## config.mk

```make
export PLATFORM = sky130hd
export DESIGN_NAME = cwalert_ctrl
export DESIGN_NICKNAME = d
export VERILOG_FILES = /design/src/rtl/cwalert_ctrl.sv
export SDC_FILE = /design/constraint.sdc
export NUM_CORES = 1
export LEC_CHECK = 0
export BUFFER_PORTS_ARGS = -buffer_cell sky130_fd_sc_hd__buf_2
export CORE_MARGIN = 5
export CORE_UTILIZATION = 56
export DETAILED_ROUTE_END_ITERATION = 7
export PLACE_DENSITY = 0.74
export SYNTH_ARGS = -nofsm -noshare
export SYNTH_HDL_FRONTEND = slang
export SYNTH_SLANG_ARGS = --single-unit
```

## constraint.sdc

```tcl
create_clock -name clk -period 3.8 [get_ports clk]
set_input_delay 0.57 -clock clk [delete_from_list [all_inputs] [get_ports clk]]
set_output_delay 0.57 -clock clk [all_outputs]
set_load 0.005 [all_outputs]
```

## src/rtl/cwalert_ctrl.sv

```systemverilog
module cwalert_ctrl #(
  parameter int TMR_W   = 7,
  parameter int T1_BOX  = 15,
  parameter int T3_SET  = 15,
  parameter int T3_BOX  = 30,
  parameter int T_LONG  = 65,
  parameter int T_QUIET = 50
) (
  input  logic clk,
  input  logic rst_n,
  input  logic det_in,
  input  logic ms_tick,
  input  logic opt_adjunct,
  input  logic xact_done,
  output logic mute,
  output logic fsk_mode,
  output logic alert_valid
);

  localparam logic [TMR_W-1:0] TMR_MAX = {TMR_W{1'b1}};
  localparam logic [TMR_W-1:0] L_T1B   = TMR_W'(T1_BOX);
  localparam logic [TMR_W-1:0] L_T3S   = TMR_W'(T3_SET);
  localparam logic [TMR_W-1:0] L_T3B   = TMR_W'(T3_BOX);
  localparam logic [TMR_W-1:0] L_LONG  = TMR_W'(T_LONG);
  localparam logic [TMR_W-1:0] L_QUIET = TMR_W'(T_QUIET);

  typedef enum logic [2:0] {S_IDLE, S_ARM, S_MEAS, S_QUIET, S_DONE, S_DRAIN} state_t;

  state_t state, nxt;
  logic [1:0] sync;
  logic [TMR_W-1:0] tmr;
  logic det_s, clr, alert_q;
  logic [TMR_W-1:0] t1_lim, t3_lim;

  assign det_s  = sync[1];
  assign t1_lim = opt_adjunct ? L_T1B : '0;
  assign t3_lim = opt_adjunct ? L_T3B : L_T3S;

  always_ff @(posedge clk) begin
    if (!rst_n) sync <= '0;
    else        sync <= {sync[0], det_in};
  end

  always_comb begin
    nxt = state;
    clr = 1'b0;
    case (state)
      S_IDLE: begin
        clr = 1'b1;
        if (det_s) nxt = S_ARM;
      end
      S_ARM: begin
        if (!det_s)              nxt = S_IDLE;
        else if (tmr >= t1_lim)  nxt = S_MEAS;
      end
      S_MEAS: begin
        if (!det_s) begin
          if (tmr < t3_lim) nxt = S_IDLE;
          else begin
            nxt = S_QUIET;
            clr = 1'b1;
          end
        end else if (tmr >= L_LONG) nxt = S_DRAIN;
      end
      S_QUIET: begin
        if (det_s)                nxt = S_IDLE;
        else if (tmr >= L_QUIET)  nxt = S_DONE;
      end
      S_DONE:  if (xact_done) nxt = S_IDLE;
      S_DRAIN: if (!det_s)    nxt = S_IDLE;
      default: nxt = S_IDLE;
    endcase
  end

  always_ff @(posedge clk) begin
    if (!rst_n) begin
      state   <= S_IDLE;
      tmr     <= '0;
      alert_q <= 1'b0;
    end else begin
      state   <= nxt;
      alert_q <= (state == S_QUIET) && (nxt == S_DONE);
      if (clr)                           tmr <= '0;
      else if (ms_tick && tmr != TMR_MAX) tmr <= tmr + 1'b1;
    end
  end

  assign mute        = (state == S_MEAS) || (state == S_QUIET) || (state == S_DONE);
  assign fsk_mode    = (state == S_QUIET) || (state == S_DONE);
  assign alert_valid = alert_q;

  AST_ALERT_ONE_CYCLE: assert property (@(posedge clk) disable iff (!rst_n)
    alert_valid |=> !alert_valid);
  AST_ALERT_IN_DONE: assert property (@(posedge clk) disable iff (!rst_n)
    alert_valid |-> (mute && fsk_mode));
  AST_FSK_AFTER_MUTE: assert property (@(posedge clk) disable iff (!rst_n)
    $rose(fsk_mode) |-> $past(mute));
  AST_LONG_UNMUTE: assert property (@(posedge clk) disable iff (!rst_n)
    (state == S_MEAS && det_s && tmr >= L_LONG) |=> (!mute && !fsk_mode));
  AST_QUIET_REJECT: assert property (@(posedge clk) disable iff (!rst_n)
    (state == S_QUIET && det_s) |=> (!fsk_mode && !alert_valid));
  AST_DONE_EXIT: assert property (@(posedge clk) disable iff (!rst_n)
    (state == S_DONE && xact_done) |=> !mute);
  AST_NO_WRAP: assert property (@(posedge clk) disable iff (!rst_n)
    (tmr == TMR_MAX && !clr) |=> tmr == TMR_MAX);

endmodule

```

**Word-level counts from Yosys, hierarchy flattened**

Cells that the tools add are included.

- Register bits: 13
- Memories: 0
- Output and inout bits: 3
- Memory bits (read-only): 0
- Latch bits: 0
- Logic and storage cells: 40
- Memory bits (writable): 0
- Input bits: 6

- Bitwise logic cells: 1
- Order comparisons: 4
- Div/mod/pow operators: 0
- Reduce and logical (&&, ||, !) cells: 7
- Multiply operators: 0
- Shifts and indexed selects: 0
- Add/sub/neg operators: 1
- Eq/ne operators: 7
- Multiplexer cells: 16

Operators by type and width:

| cell | number |
|---|---|
| $mux W3 | 9 |
| $pmux W3 S6 | 1 |
| $eq A3 B3 Y1 const B | 3 |
| $add A7 B1 Y7 const B | 1 |
| $ge A7 B4 Y1 | 1 |
| $ge A7 B6 Y1 const B | 1 |
| $ge A7 B7 Y1 const B | 1 |
| $lt A7 B5 Y1 | 1 |
| $ne A7 B7 Y1 const B | 1 |
| $eq A3 B2 Y1 const B | 2 |
| $mux W5 | 1 |
| $mux W4 | 1 |
| $eq A3 B1 Y1 const B | 1 |
| $logic_not A3 Y1 | 1 |
| $logic_or A1 B1 Y1 | 3 |
| $logic_and A1 B1 Y1 | 2 |
| $mux W1 | 2 |
| $mux W2 | 1 |
| $pmux W1 S2 | 1 |
| $reduce_or A2 Y1 | 1 |
| $not A1 Y1 | 1 |

**Depth between registers and ports, before layout**

- Depth after elaboration: 7
- Mapped depth: 7

**Least setup slack after synthesis**

Ideal clock, no wire load.

- Path kind: input to register
- Start: input opt_adjunct
- End: register tmr[2]
- Stages on the path: 7
- Data arrival time: 1.729 ns
- Slack: 1.933 ns
- Buffers on the path: 0
- Library setup time: 0.138 ns
- Required time: 3.662 ns
- Cells stage by stage: inv_1 > ha_1 > nand4_1 > o21ai_1 > a21boi_1 > o31ai_2 > nor3_1

- Word-level cells in the longest chain between the ends: 6

RTL lines:

| item | line | source |
|---|---|---|
| start, declared | 13 | `input logic opt_adjunct,` |
| $mux W5 | 37 | `assign t3_lim = opt_adjunct ? L_T3B : L_T3S;` |
| $lt A7 B5 Y1 | 58 | `if (tmr < t3_lim) nxt = S_IDLE;` |
| $mux W1 | 58 |  |
| $mux W1 | 57 | `if (!det_s) begin` |
| $pmux W1 S2 | 47 | `case (state)` |
| $reduce_or A2 Y1 (no line) | -- |  |
| end signal, assigned | 84 | `else if (ms_tick && tmr != TMR_MAX) tmr <= tmr + 1'b1;` |
| end, declared | 31 | `logic [TMR_W-1:0] tmr;` |

No other way between the ends.
A chain may end at the register's enable or synchronous reset.

**Final worst setup path**

- Start: register state[1]
- End: output fsk_mode

- Word-level cells in the longest chain between the ends: 2
- Elaborated cells between the ends (all ways): 3

RTL lines:

| item | line | source |
|---|---|---|
| start, declared | 29 | `state_t state, nxt;` |
| start signal, assigned | 81 | `state <= nxt;` |
| $eq A3 B2 Y1 or $eq A3 B3 Y1 (tied branches) | 89 | `assign fsk_mode = (state == S_QUIET) \|\| (state == S_DONE);` |
| $logic_or A1 B1 Y1 * | 89 |  |
| end, declared | 16 | `output logic fsk_mode,` |

Every way passes the cells marked *; elsewhere a longest branch is shown, timed or not.

==> results.cfg <==
[run_status]
outcome = completed

[floorplan]
die_w_um = 48.9
core_area_mm2 = 0.00147
initial_standard_cell_utilization_of_the_core_pct = 57.6
design.portCount = 9
num_rows = 14
die_area_mm2 = 0.00239
fp.dieH_um = 48.9

[synth]
most_instantiated_flip_flop_cell_in_the_synthesis_netlist = dfxtp_1
synth_seq_cells = 13
most_numerous_cell_in_the_yosys_netlist = dfxtp_1
synth_top_cell_by_area = dfxtp_1
post_synth.cell_area_avg_um2 = 8.39
postSynth.asyncResetShare_pct = 0
synth_top_cell_area_share_pct = 30.7
synth-edff-count = 0
ys_seq_area_share_pct = 30.7
synth_cell_types = 36
synth.top_cells.by_count = dfxtp_1 (13), nor2_1 (11), ha_1 (9), nand2_1 (6)
synth_nets = 116
synthesis.area_um2 = 847
syn_inst = 101
synth-warning-count = 0
ys_top_cells_by_area = dfxtp_1 (31%), ha_1 (13%), nor2_1 (4.9%)

[power]
part_of_the_total_power_dissipated_in_the_clock_network_pct = 36.4
power.density_mw_per_mm2 = 266
combPwrFrac_pct = 6.5
vdd_ir_drop_max_mv = 0.123
p_switching_uw = 59.2
internal_power_consumption_uw = 185
p_sw_share_pct = 24.2
sequential_power_share_pct = 57.1
p_leak_nw = 0.367

[setup_path]
crit_path_top_delay_cell = dfxtp_1
end_kind = primary output
crit_arrival_ns = 1.37
worst_setup_path_startpoint = state[1]
critical_path_peak_fanout = 6
regToRegStartpoint = tmr[4]
timing_worst_setup_path_type = register to primary output
timing.critical_path.cells = nor2b_1 -> nand2_1 -> o21ai_0 -> buf_2
critPathLaunchType = register
crit_required_ns = 3.23
slowest_delay_ns = 0.39

[route]
via_count = 758
detail_route.wirelength_mm = 1.72
drc_violation_count_after_routing = 0
drtAntennaViolNets = 0
detailedRoute.firstPassIterationCount = 4
drt_iter0_markers = 11
wl_per_cell_um = 13.7
via_count_normalized_by_instance_count = 6.02

[clocking]
post_cts_setup_inserts = 0
cts.path.max_buffers = 2
clkTransAtPathRegs_ns = 0.08
cts-resized-gates = 0
htree_num_levels = 1
tritoncts_num_sinks = 13
numCtsBuffers = 3
skew_pair_late_insertion_delay_ns = 0.28
postCtsHoldBufs = 0
clk_root_buffer_cell = clkbuf_4
cts_tree = yes

[sta]
fin_worst_hold_slack_ns = 0.450
rsz0062_at_grt = no
finalSetupTns_ns = 0
slew_violations = 0
timing_worst_slew_pin_value_ns = 0.565
timing.final.hold_violations = 0
clock_skew_ns = 0.00465
relSlewSlack_pct = 62.1
min_period_over_period_pct = 51.2
finalCriticalPeriod_ns = 1.94
setup_viol = 0
highest_attainable_clock_frequency_mhz = 514

[cells_and_area]
insertedDiodeCount = 0
postLayoutCellArea_um2 = 918
final_cell_count_no_fill = 126
syn_to_final_growth_pct = 8.42
drive_above_1_share_pct = 14.5
finalCoreUtilization_pct = 62.4
nNetsFinal = 126

[run]
max_cap_violations = 0

[placement]
routabilityCongestion = 0.924
post-dp-hpwl_mm = 1.31
dp_cells = 122
place.port_buffers = 8
placed_cell_area_um2 = 892

[global_routing]
grt_use_total_pct = 15.3
grt_pass1_vias = 677
grt_start_max_net_pins = 11
grt_first_pass_wirelength_mm = 2.91
antenna_violations_before_repair = 0
grt_remaining_overflow = 0

[worst_hold_path]
holdCritPathClass = register to register
worst_hold_startpoint = sync[0]
[critical path, delay by kind of cell, from the launching register on]
| family | cells | cell delay [ns] |
|---|---|---|
| and+or+nand+nor | 2 | 0.49 |
| DFF | 1 | 0.39 |
| AOI/OAI and AO/OA | 1 | 0.09 |
| buffers and inverters | 1 | 0.13 |
[power groups by stage]
stage	sequential, mW	combinational, mW	clock (mW)
after global placement	0.143	0.0149	0
after global routing	0.140	0.0182	0.0971
after detailed placement	0.143	0.0159	0
final	0.140	0.0160	0.0890
after CTS	0.140	0.0159	0.0923
after floorplan	0.141	0.0123	0
[logic make-up after synthesis]
logic type               synth area share [%]
AO/OA/AOI/OAI                            20.5
XOR/XNOR                                 3.10
adder cells (fa/ha/maj)                  13.3
buffers and inverters                    3.99
flip-flops                               30.7
AND/OR/NAND/NOR                          28.4
[per-stage QoR]
| step | setup slack (ns) | power [mW] |
|---|---|---|
| after floorplan | 1.93 | 0.154 |
| final | 1.86 | 0.245 |
| after global placement | 1.63 | 0.158 |
| after global routing | 1.70 | 0.256 |
| after CTS | 1.82 | 0.248 |
| after detailed placement | 1.59 | 0.159 |
[cell type report]
type | count | area (um2)
Sequential cell | 13 | 260
Clock buffer | 4 | 26.3
Fill cell | 138 | 553
Tap cell | 16 | 20.0
Multi-Input combinational cell | 80 | 553
Inverter | 5 | 18.8
Timing Repair Buffer | 8 | 40.0
[final timing paths]
path                   end  slack (ns)  depth (start not counted)
setup reg to reg    tmr[2]        1.97                          6
setup / recovery  fsk_mode        1.86                          4
hold / removal     sync[1]        0.45                          1
hold reg to reg    sync[1]        0.45                          1
[registers in the layout, summed over array words and instances, names as in the netlist]
register     flops
state            3
tmr              7
alert_valid      1
sync             2
[routing by layer]
metal | track usage, % | vias up | wire, um
met5 | 0 | - | 0
met4 | 9.42 | 0 | 31
met3 | 3.36 | 4 | 79
met2 | 25.7 | 23 | 860
met1 | 17.2 | 338 | 752
li1 | - | 393 | -
[placed cells by master (no fill, tap or decap), drive strengths merged]
cell	n
o221ai	1
nand3	2
o2111a	1
a31oi	2
nor4	3
and3	1
a21oi	5
nand2b	2
xnor2	1
a311oi	1
inv	5
clkbuf	4
dfxtp	13
nand4	4
nand4b	1
nor2	11
buf	8
nor3	5
o31a	1
and2	5
nand2	6
o21ai	5
xor2	2
ha	9
o31ai	2
a41oi	1
o21bai	1
a21boi	4
nor3b	1
or4	1
nor2b	1
and4	1
(Power assumes the default switching activity.)
